`config.mk`:
```
export PLATFORM = sky130hd
export DESIGN_NAME = bus_resv_ctrl
export DESIGN_NICKNAME = d
export VERILOG_FILES = /design/src/rtl/bus_resv_pkg.sv /design/src/rtl/bus_resv_server.sv /design/src/rtl/bus_resv_prio.sv /design/src/rtl/bus_resv_outreg.sv /design/src/rtl/bus_resv_ctrl.sv
export SDC_FILE = /design/constraint.sdc
export NUM_CORES = 2
export LEC_CHECK = 0
export BUFFER_PORTS_ARGS = -buffer_cell sky130_fd_sc_hd__buf_2
export CORE_ASPECT_RATIO = 1.25
export CORE_UTILIZATION = 59
export CTS_CLUSTER_SIZE = 16
export DETAILED_ROUTE_END_ITERATION = 10
export GPL_TIMING_DRIVEN = 1
export PLACE_DENSITY = 0.83
export SYNTH_ARGS = -nofsm -noshare
export SYNTH_HDL_FRONTEND = slang
export SYNTH_SLANG_ARGS = --single-unit
```
`constraint.sdc`:
```
create_clock -name clk -period 28.5 [get_ports clk]
set_input_delay 2.85 -clock clk [delete_from_list [all_inputs] [get_ports clk]]
set_output_delay 2.85 -clock clk [all_outputs]
set_load 0.02 [all_outputs]
```
`src/rtl/bus_resv_pkg.sv`:
```
package bus_resv_pkg;
  localparam int unsigned DEF_FLOWS   = 4;
  localparam int unsigned DEF_CNT_W   = 24;
  localparam int unsigned DEF_RQ_DEPTH = 4;

  function automatic int unsigned idx_width(input int unsigned n);
    return (n > 1) ? $clog2(n) : 1;
  endfunction
endpackage

```
`src/rtl/bus_resv_server.sv`:
```
module bus_resv_server
  import bus_resv_pkg::*;
#(
  parameter int unsigned CNT_W    = DEF_CNT_W,
  parameter int unsigned RQ_DEPTH = DEF_RQ_DEPTH
) (
  input  logic             clk,
  input  logic             rst_n,
  input  logic             data_rdy,
  input  logic             exec,
  input  logic             cfg_load,
  input  logic [CNT_W-1:0] cfg_budget,
  input  logic [CNT_W-1:0] cfg_period,
  output logic             ready,
  output logic             budget_zero
);
  localparam int unsigned SLOT_W = idx_width(RQ_DEPTH);

  logic [CNT_W-1:0]  budget_q, budget_d;
  logic [CNT_W-1:0]  period_q, period_d;
  logic              burst_q, burst_d;
  logic [SLOT_W-1:0] cur_q, cur_d;
  logic [RQ_DEPTH-1:0] vld_q, vld_d;
  logic [CNT_W-1:0]  cnt_q [RQ_DEPTH];
  logic [CNT_W-1:0]  cnt_d [RQ_DEPTH];
  logic [CNT_W-1:0]  amt_q [RQ_DEPTH];
  logic [CNT_W-1:0]  amt_d [RQ_DEPTH];

  logic [RQ_DEPTH-1:0] hit;
  logic [CNT_W-1:0]  rep_sum;
  logic              free_any;
  logic [SLOT_W-1:0] free_idx;
  logic              start;
  logic              cur_hit;

  // free slot search and due replenishments
  always_comb begin
    free_any = 1'b0;
    free_idx = '0;
    rep_sum  = '0;
    cur_hit  = 1'b0;
    for (int d = RQ_DEPTH - 1; d >= 0; d--) begin
      if (!vld_q[d]) begin
        free_any = 1'b1;
        free_idx = SLOT_W'(d);
      end
    end
    for (int d = 0; d < RQ_DEPTH; d++) begin
      hit[d] = vld_q[d] && (cnt_q[d] == CNT_W'(1));
      if (hit[d]) rep_sum = rep_sum + amt_q[d];
      if (hit[d] && (SLOT_W'(d) == cur_q)) cur_hit = 1'b1;
    end
  end

  assign budget_zero = (budget_q == '0);
  assign ready = data_rdy && !budget_zero && (burst_q || free_any);
  assign start = exec && !burst_q;

  // next state
  always_comb begin
    budget_d = budget_q - {{(CNT_W-1){1'b0}}, exec} + rep_sum;
    period_d = period_q;
    cur_d    = start ? free_idx : cur_q;
    if (start)
      burst_d = 1'b1;
    else if (burst_q && (!exec || cur_hit))
      burst_d = 1'b0;
    else
      burst_d = burst_q;
    for (int d = 0; d < RQ_DEPTH; d++) begin
      vld_d[d] = vld_q[d];
      cnt_d[d] = cnt_q[d];
      amt_d[d] = amt_q[d];
      if (hit[d]) begin
        vld_d[d] = 1'b0;
      end else if (vld_q[d]) begin
        cnt_d[d] = cnt_q[d] - CNT_W'(1);
        if (exec && burst_q && (SLOT_W'(d) == cur_q))
          amt_d[d] = amt_q[d] + CNT_W'(1);
      end
      if (start && (SLOT_W'(d) == free_idx)) begin
        vld_d[d] = 1'b1;
        cnt_d[d] = period_q;
        amt_d[d] = CNT_W'(1);
      end
    end
    if (cfg_load) begin
      budget_d = cfg_budget;
      period_d = (cfg_period == '0) ? CNT_W'(1) : cfg_period;
      burst_d  = 1'b0;
      cur_d    = '0;
      vld_d    = '0;
    end
  end

  // registers
  always_ff @(posedge clk or negedge rst_n) begin
    if (!rst_n) begin
      budget_q <= '0;
      period_q <= CNT_W'(1);
      burst_q  <= 1'b0;
      cur_q    <= '0;
      vld_q    <= '0;
    end else begin
      budget_q <= budget_d;
      period_q <= period_d;
      burst_q  <= burst_d;
      cur_q    <= cur_d;
      vld_q    <= vld_d;
    end
  end

  for (genvar g = 0; g < RQ_DEPTH; g++) begin : g_slot
    always_ff @(posedge clk or negedge rst_n) begin
      if (!rst_n) begin
        cnt_q[g] <= '0;
        amt_q[g] <= '0;
      end else begin
        cnt_q[g] <= cnt_d[g];
        amt_q[g] <= amt_d[g];
      end
    end
  end
endmodule

```
`src/rtl/bus_resv_prio.sv`:
```
module bus_resv_prio #(
  parameter int unsigned N_FLOWS = 4
) (
  input  logic               enable,
  input  logic [N_FLOWS-1:0] ready,
  output logic [N_FLOWS-1:0] exec
);
  logic [N_FLOWS:0] taken;

  assign taken[0] = 1'b0;
  for (genvar i = 0; i < N_FLOWS; i++) begin : g_chain
    assign exec[i]    = enable && ready[i] && !taken[i];
    assign taken[i+1] = taken[i] || ready[i];
  end
endmodule

```
`src/rtl/bus_resv_outreg.sv`:
```
module bus_resv_outreg #(
  parameter int unsigned N_FLOWS = 4
) (
  input  logic               clk,
  input  logic               rst_n,
  input  logic               enable,
  input  logic [N_FLOWS-1:0] exec,
  output logic [N_FLOWS-1:0] block
);
  logic [N_FLOWS-1:0] block_d;

  always_comb begin
    block_d = enable ? ~exec : '0;
  end

  always_ff @(posedge clk or negedge rst_n) begin
    if (!rst_n) block <= '1;
    else        block <= block_d;
  end
endmodule

```
`src/rtl/bus_resv_ctrl.sv`:
```
module bus_resv_ctrl
  import bus_resv_pkg::*;
#(
  parameter int unsigned N_FLOWS  = DEF_FLOWS,
  parameter int unsigned CNT_W    = DEF_CNT_W,
  parameter int unsigned RQ_DEPTH = DEF_RQ_DEPTH,
  localparam int unsigned IDX_W   = idx_width(N_FLOWS)
) (
  input  logic               clk,
  input  logic               rst_n,
  input  logic               ctl_enable,
  input  logic [N_FLOWS-1:0] data_rdy,
  input  logic               cfg_we,
  input  logic [IDX_W-1:0]   cfg_flow,
  input  logic [CNT_W-1:0]   cfg_budget,
  input  logic [CNT_W-1:0]   cfg_period,
  output logic [N_FLOWS-1:0] block
);
  logic [1:0]         rst_pipe;
  logic               rst_sync_n;
  logic [N_FLOWS-1:0] ready_vec;
  logic [N_FLOWS-1:0] zero_vec;
  logic [N_FLOWS-1:0] exec_vec;

  // reset: asserted asynchronously, released on the clock
  always_ff @(posedge clk or negedge rst_n) begin
    if (!rst_n) rst_pipe <= 2'b00;
    else        rst_pipe <= {rst_pipe[0], 1'b1};
  end
  assign rst_sync_n = rst_pipe[1];

  for (genvar i = 0; i < N_FLOWS; i++) begin : g_srv
    logic load;
    assign load = cfg_we && (cfg_flow == IDX_W'(i));
    bus_resv_server #(.CNT_W(CNT_W), .RQ_DEPTH(RQ_DEPTH)) u_srv (
      .clk        (clk),
      .rst_n      (rst_sync_n),
      .data_rdy   (data_rdy[i]),
      .exec       (exec_vec[i]),
      .cfg_load   (load),
      .cfg_budget (cfg_budget),
      .cfg_period (cfg_period),
      .ready      (ready_vec[i]),
      .budget_zero(zero_vec[i])
    );
  end

  bus_resv_prio #(.N_FLOWS(N_FLOWS)) u_prio (
    .enable(ctl_enable),
    .ready (ready_vec),
    .exec  (exec_vec)
  );

  bus_resv_outreg #(.N_FLOWS(N_FLOWS)) u_out (
    .clk   (clk),
    .rst_n (rst_sync_n),
    .enable(ctl_enable),
    .exec  (exec_vec),
    .block (block)
  );
endmodule

```
==> flow_summary.ini <==
[worst_setup_path]
path_max_fanout = 24
worstSetupStartpoint = g_srv[3].u_srv.cnt_q[83]
cp.required_ns = 29.06
end_kind = flip-flop
r2r_slack_ns = 17.07
cp.arrival_ns = 11.99
crit_type = reg2reg
timing.rr.end = g_srv[3].u_srv.budget_q[23]
r2r_cells = 48
cp_slowest_cell = or4_1
cpPeakStageDelay_ns = 0.60
r2r-start = g_srv[3].u_srv.cnt_q[83]
path_common_cell = ha_1
startpoint_type = flip-flop
endpoint = g_srv[3].u_srv.budget_q[23]

[detailed_routing]
routed_wl_um = 200000
drc = 0
ant_nets = 0
first_pass_iters = 7
vias = 63798
drt_iter0_drc = 5650
routed_via_density = 6.28
wl_per_cell_um = 19.7

[clocking]
hold_buffers = 0
cts_root_buffer = clkbuf_16
clock_latency_ns = 0.77
cts_sinks = 994
cts_tree = yes
post_cts_resized = 0
numCtsBuffers = 104
postCtsSetupBuffers = 0
h-tree-depth = 3
clk_pin_slew_ns = 0.06
ctsLongestPathBuffers = 3

[finish]
fill_cells = 9598
fin_nets = 9081
syn2layout_area_growth_pct = 7.81
drive_gt1_frac = 0.0537

[synth]
synth_edf_count = 0
synth-seq-area-share = 0.352
async_flop_share = 1.00
synthDistinctLibCells = 98
synth.cell_area_um2 = 70600
syn_inst = 8543
yosys_warnings = 0
synth-seq-cells = 994
synth_ff_type = dfrtp_1
syn_area_per_cell_um2 = 8.27
syn_nets = 9137

[timing]
drv_slew = 0
worst_pin_slew_ns = 1.18
setup_tns_ns = 0
maxSlewHeadroom = 0.212
rsz0062_at_grt = false
setup_slack_ns = 17.07
clock_skew_ns = 0.0654
setup_viol = 0
finalCritPeriodShare = 0.401
finalCriticalPeriod_ns = 11.43
finalHoldViolCount = 0
fmax_mhz = 87.5

[floorplan]
num_rows = 141
start_util = 0.597
io_pins = 62
die_w_um = 311
core_area_um2 = 118000
die_h_um = 389
dieArea_um2 = 121000

[hold_path]
worstHoldStart = rst_pipe[0]
hp-class = reg2reg

[global_routing]
grtUsageMet3 = 0.0508
grt_busiest_layer = met2
grt_util_met1 = 0.375
grt_pass1_vias = 62921
grt_pass1_wl_um = 321000
grt_usage = 0.325
antenna_found_initial = 10
grtUsageMet2 = 0.559
grt_max_degree = 80
overflow = 0

[placed_design]
gp_congestion = 0.954
place_ws_ns = 17.18
portBuffers = 61
hpwl_um = 147000

[run]
cap_viol_max_count = 0

[power_and_ir_drop]
power_density_nw_per_um2 = 70.1
ir_worst_vdd_v = 0.0000678
power.leakage_nw = 35.1

[run_status]
outcome = complete, no violations
-- cell usage after synthesis (all sizes together), types with 21 or more instances --
master  number  share of area
a22oi       58         0.0062
o311ai      72         0.0089
a21oi      493          0.035
nor3b       21         0.0023
a221o       61         0.0086
or4         36         0.0038
a211oi      32         0.0034
dfrtp      986           0.35
nor3       209          0.015
o21ai      589          0.042
or3        160          0.014
or2         31         0.0027
nor4       125          0.012
nor2       855          0.045
and2        95         0.0084
and3       135          0.012
and4        26         0.0032
o21a        48         0.0051
nor2b       65         0.0058
o31ai       37         0.0039
clkbuf     261          0.014
nand4      117          0.010
xor2       373          0.046
a31oi       39         0.0035
nand2     1212          0.064
mux2        72          0.011
a21o        95          0.010
inv        502          0.027
a21boi      26         0.0028
o21bai      29         0.0031
mux2i       67         0.0095
o211ai     134          0.014
xnor2      315          0.039
ha         520          0.092
nand2b      74         0.0066
nand3      311          0.022
-- placed cells by master (no fill, tap or decap), drive strengths merged, types with 29 or more instances in the layout --
cell / netlist / routed
nand2b: 74 / 74
clkbuf: 261 / 135
nand2: 1212 / 1212
a31oi: 39 / 39
and2: 95 / 95
xor2: 373 / 373
a22oi: 58 / 58
or4: 36 / 36
mux2i: 67 / 67
nand3: 311 / 311
nand4: 117 / 117
nor3: 209 / 209
or3: 160 / 160
o21ai: 589 / 589
xnor2: 315 / 315
and3: 135 / 135
o211ai: 134 / 134
nor4: 125 / 125
ha: 520 / 520
o311ai: 72 / 72
o31ai: 37 / 37
dfrtp: 986 / 986
buf: 18 / 117
mux2: 72 / 72
o21bai: 29 / 29
a211oi: 32 / 32
a221o: 61 / 61
a21o: 95 / 95
or2: 31 / 31
nor2b: 65 / 65
nor2: 855 / 855
o21a: 48 / 48
a21oi: 493 / 493
inv: 502 / 511
-- through the flow --
stage                     utilization  hold WS [ns]  area, um^2  std cells  total power (W)
after detailed placement        0.612         0.368       72400       9954          0.00380
final                           0.643         0.383       76100      10151          0.00534
after global routing            0.643         0.404       76100      10148          0.00567
after global placement          0.612         0.337       72400       9954          0.00371
after floorplan                     -         0.331       70600       8543          0.00336
after CTS                       0.643         0.382       76100      10147          0.00532
-- cells by family after synthesis --
group	count (synthesis)	synth area share
other	1	0.0000531
multiplexers	142	0.0219
AO/OA/AOI/OAI	1880	0.167
buffers and inverters	781	0.0417
flip-flops	994	0.352
XOR/XNOR	690	0.0860
AND/OR/NAND/NOR	3514	0.233
adder cells (fa/ha/maj)	541	0.0974
-- power by group --
| part | switching [W] | internal [W] | total (W) | leakage [nW] |
|---|---|---|---|---|
| Sequential | 0.000326 | 0.00171 | 0.00204 | 12.6 |
| Combinational | 0.00102 | 0.000781 | 0.00180 | 20.7 |
| Clock | 0.000639 | 0.000865 | 0.00150 | 1.82 |
-- registers in the layout, indices dropped and copies added, names as in the netlist --
name and count:
g_srv.u_srv.cur_q 8, rst_pipe 2, g_srv.u_srv.cnt_q 384, u_out.block 4, g_srv.u_srv.period_q 96, g_srv.u_srv.burst_q 4
g_srv.u_srv.amt_q 384, g_srv.u_srv.vld_q 16, g_srv.u_srv.budget_q 96
-- worst min-delay path by stage --
stage	slack, ns	endpoint	depth (start not counted)
2_1_floorplan	0.33	rst_pipe[1]	0
3_3_place_gp	0.34	rst_pipe[1]	0
3_5_place_dp	0.37	rst_pipe[1]	0
4_1_cts	0.38	rst_pipe[1]	0
5_1_grt	0.40	rst_pipe[1]	0
6_report	0.38	rst_pipe[1]	0
-- worst max-delay path, delay by kind of cell, from the launching register on --
kind,cells,cell delay (ns)
flip-flops,1,0.41
AO/OA/AOI/OAI,18,3.83
buffers and inverters,3,0.34
XOR/XNOR,4,0.93
adder cells (fa/ha/maj),6,1.85
multiplexers,1,0.08
AND/OR/NAND/NOR,16,3.80
-- cell type report --
class	instances	area, um^2	share of cell area
inverter	502	1880	0.0247
clock buffer	135	2870	0.0377
timing repair buffer	117	726	0.00953
antenna	4	10.0	0.000131
clock inverter	58	868	0.0114
sequential	994	24900	0.327
multi-input combinational	6768	42900	0.564
tap	1573	1970	0.0258
-- routing by layer --
layer  vias up  wire length (um)
li1      30107                 -
met1     30623             75600
met2      2347             96200
met3       713             14100
met4         8             13700
met5         -                61
No activity file was read; power rests on OpenSTA's default activity.
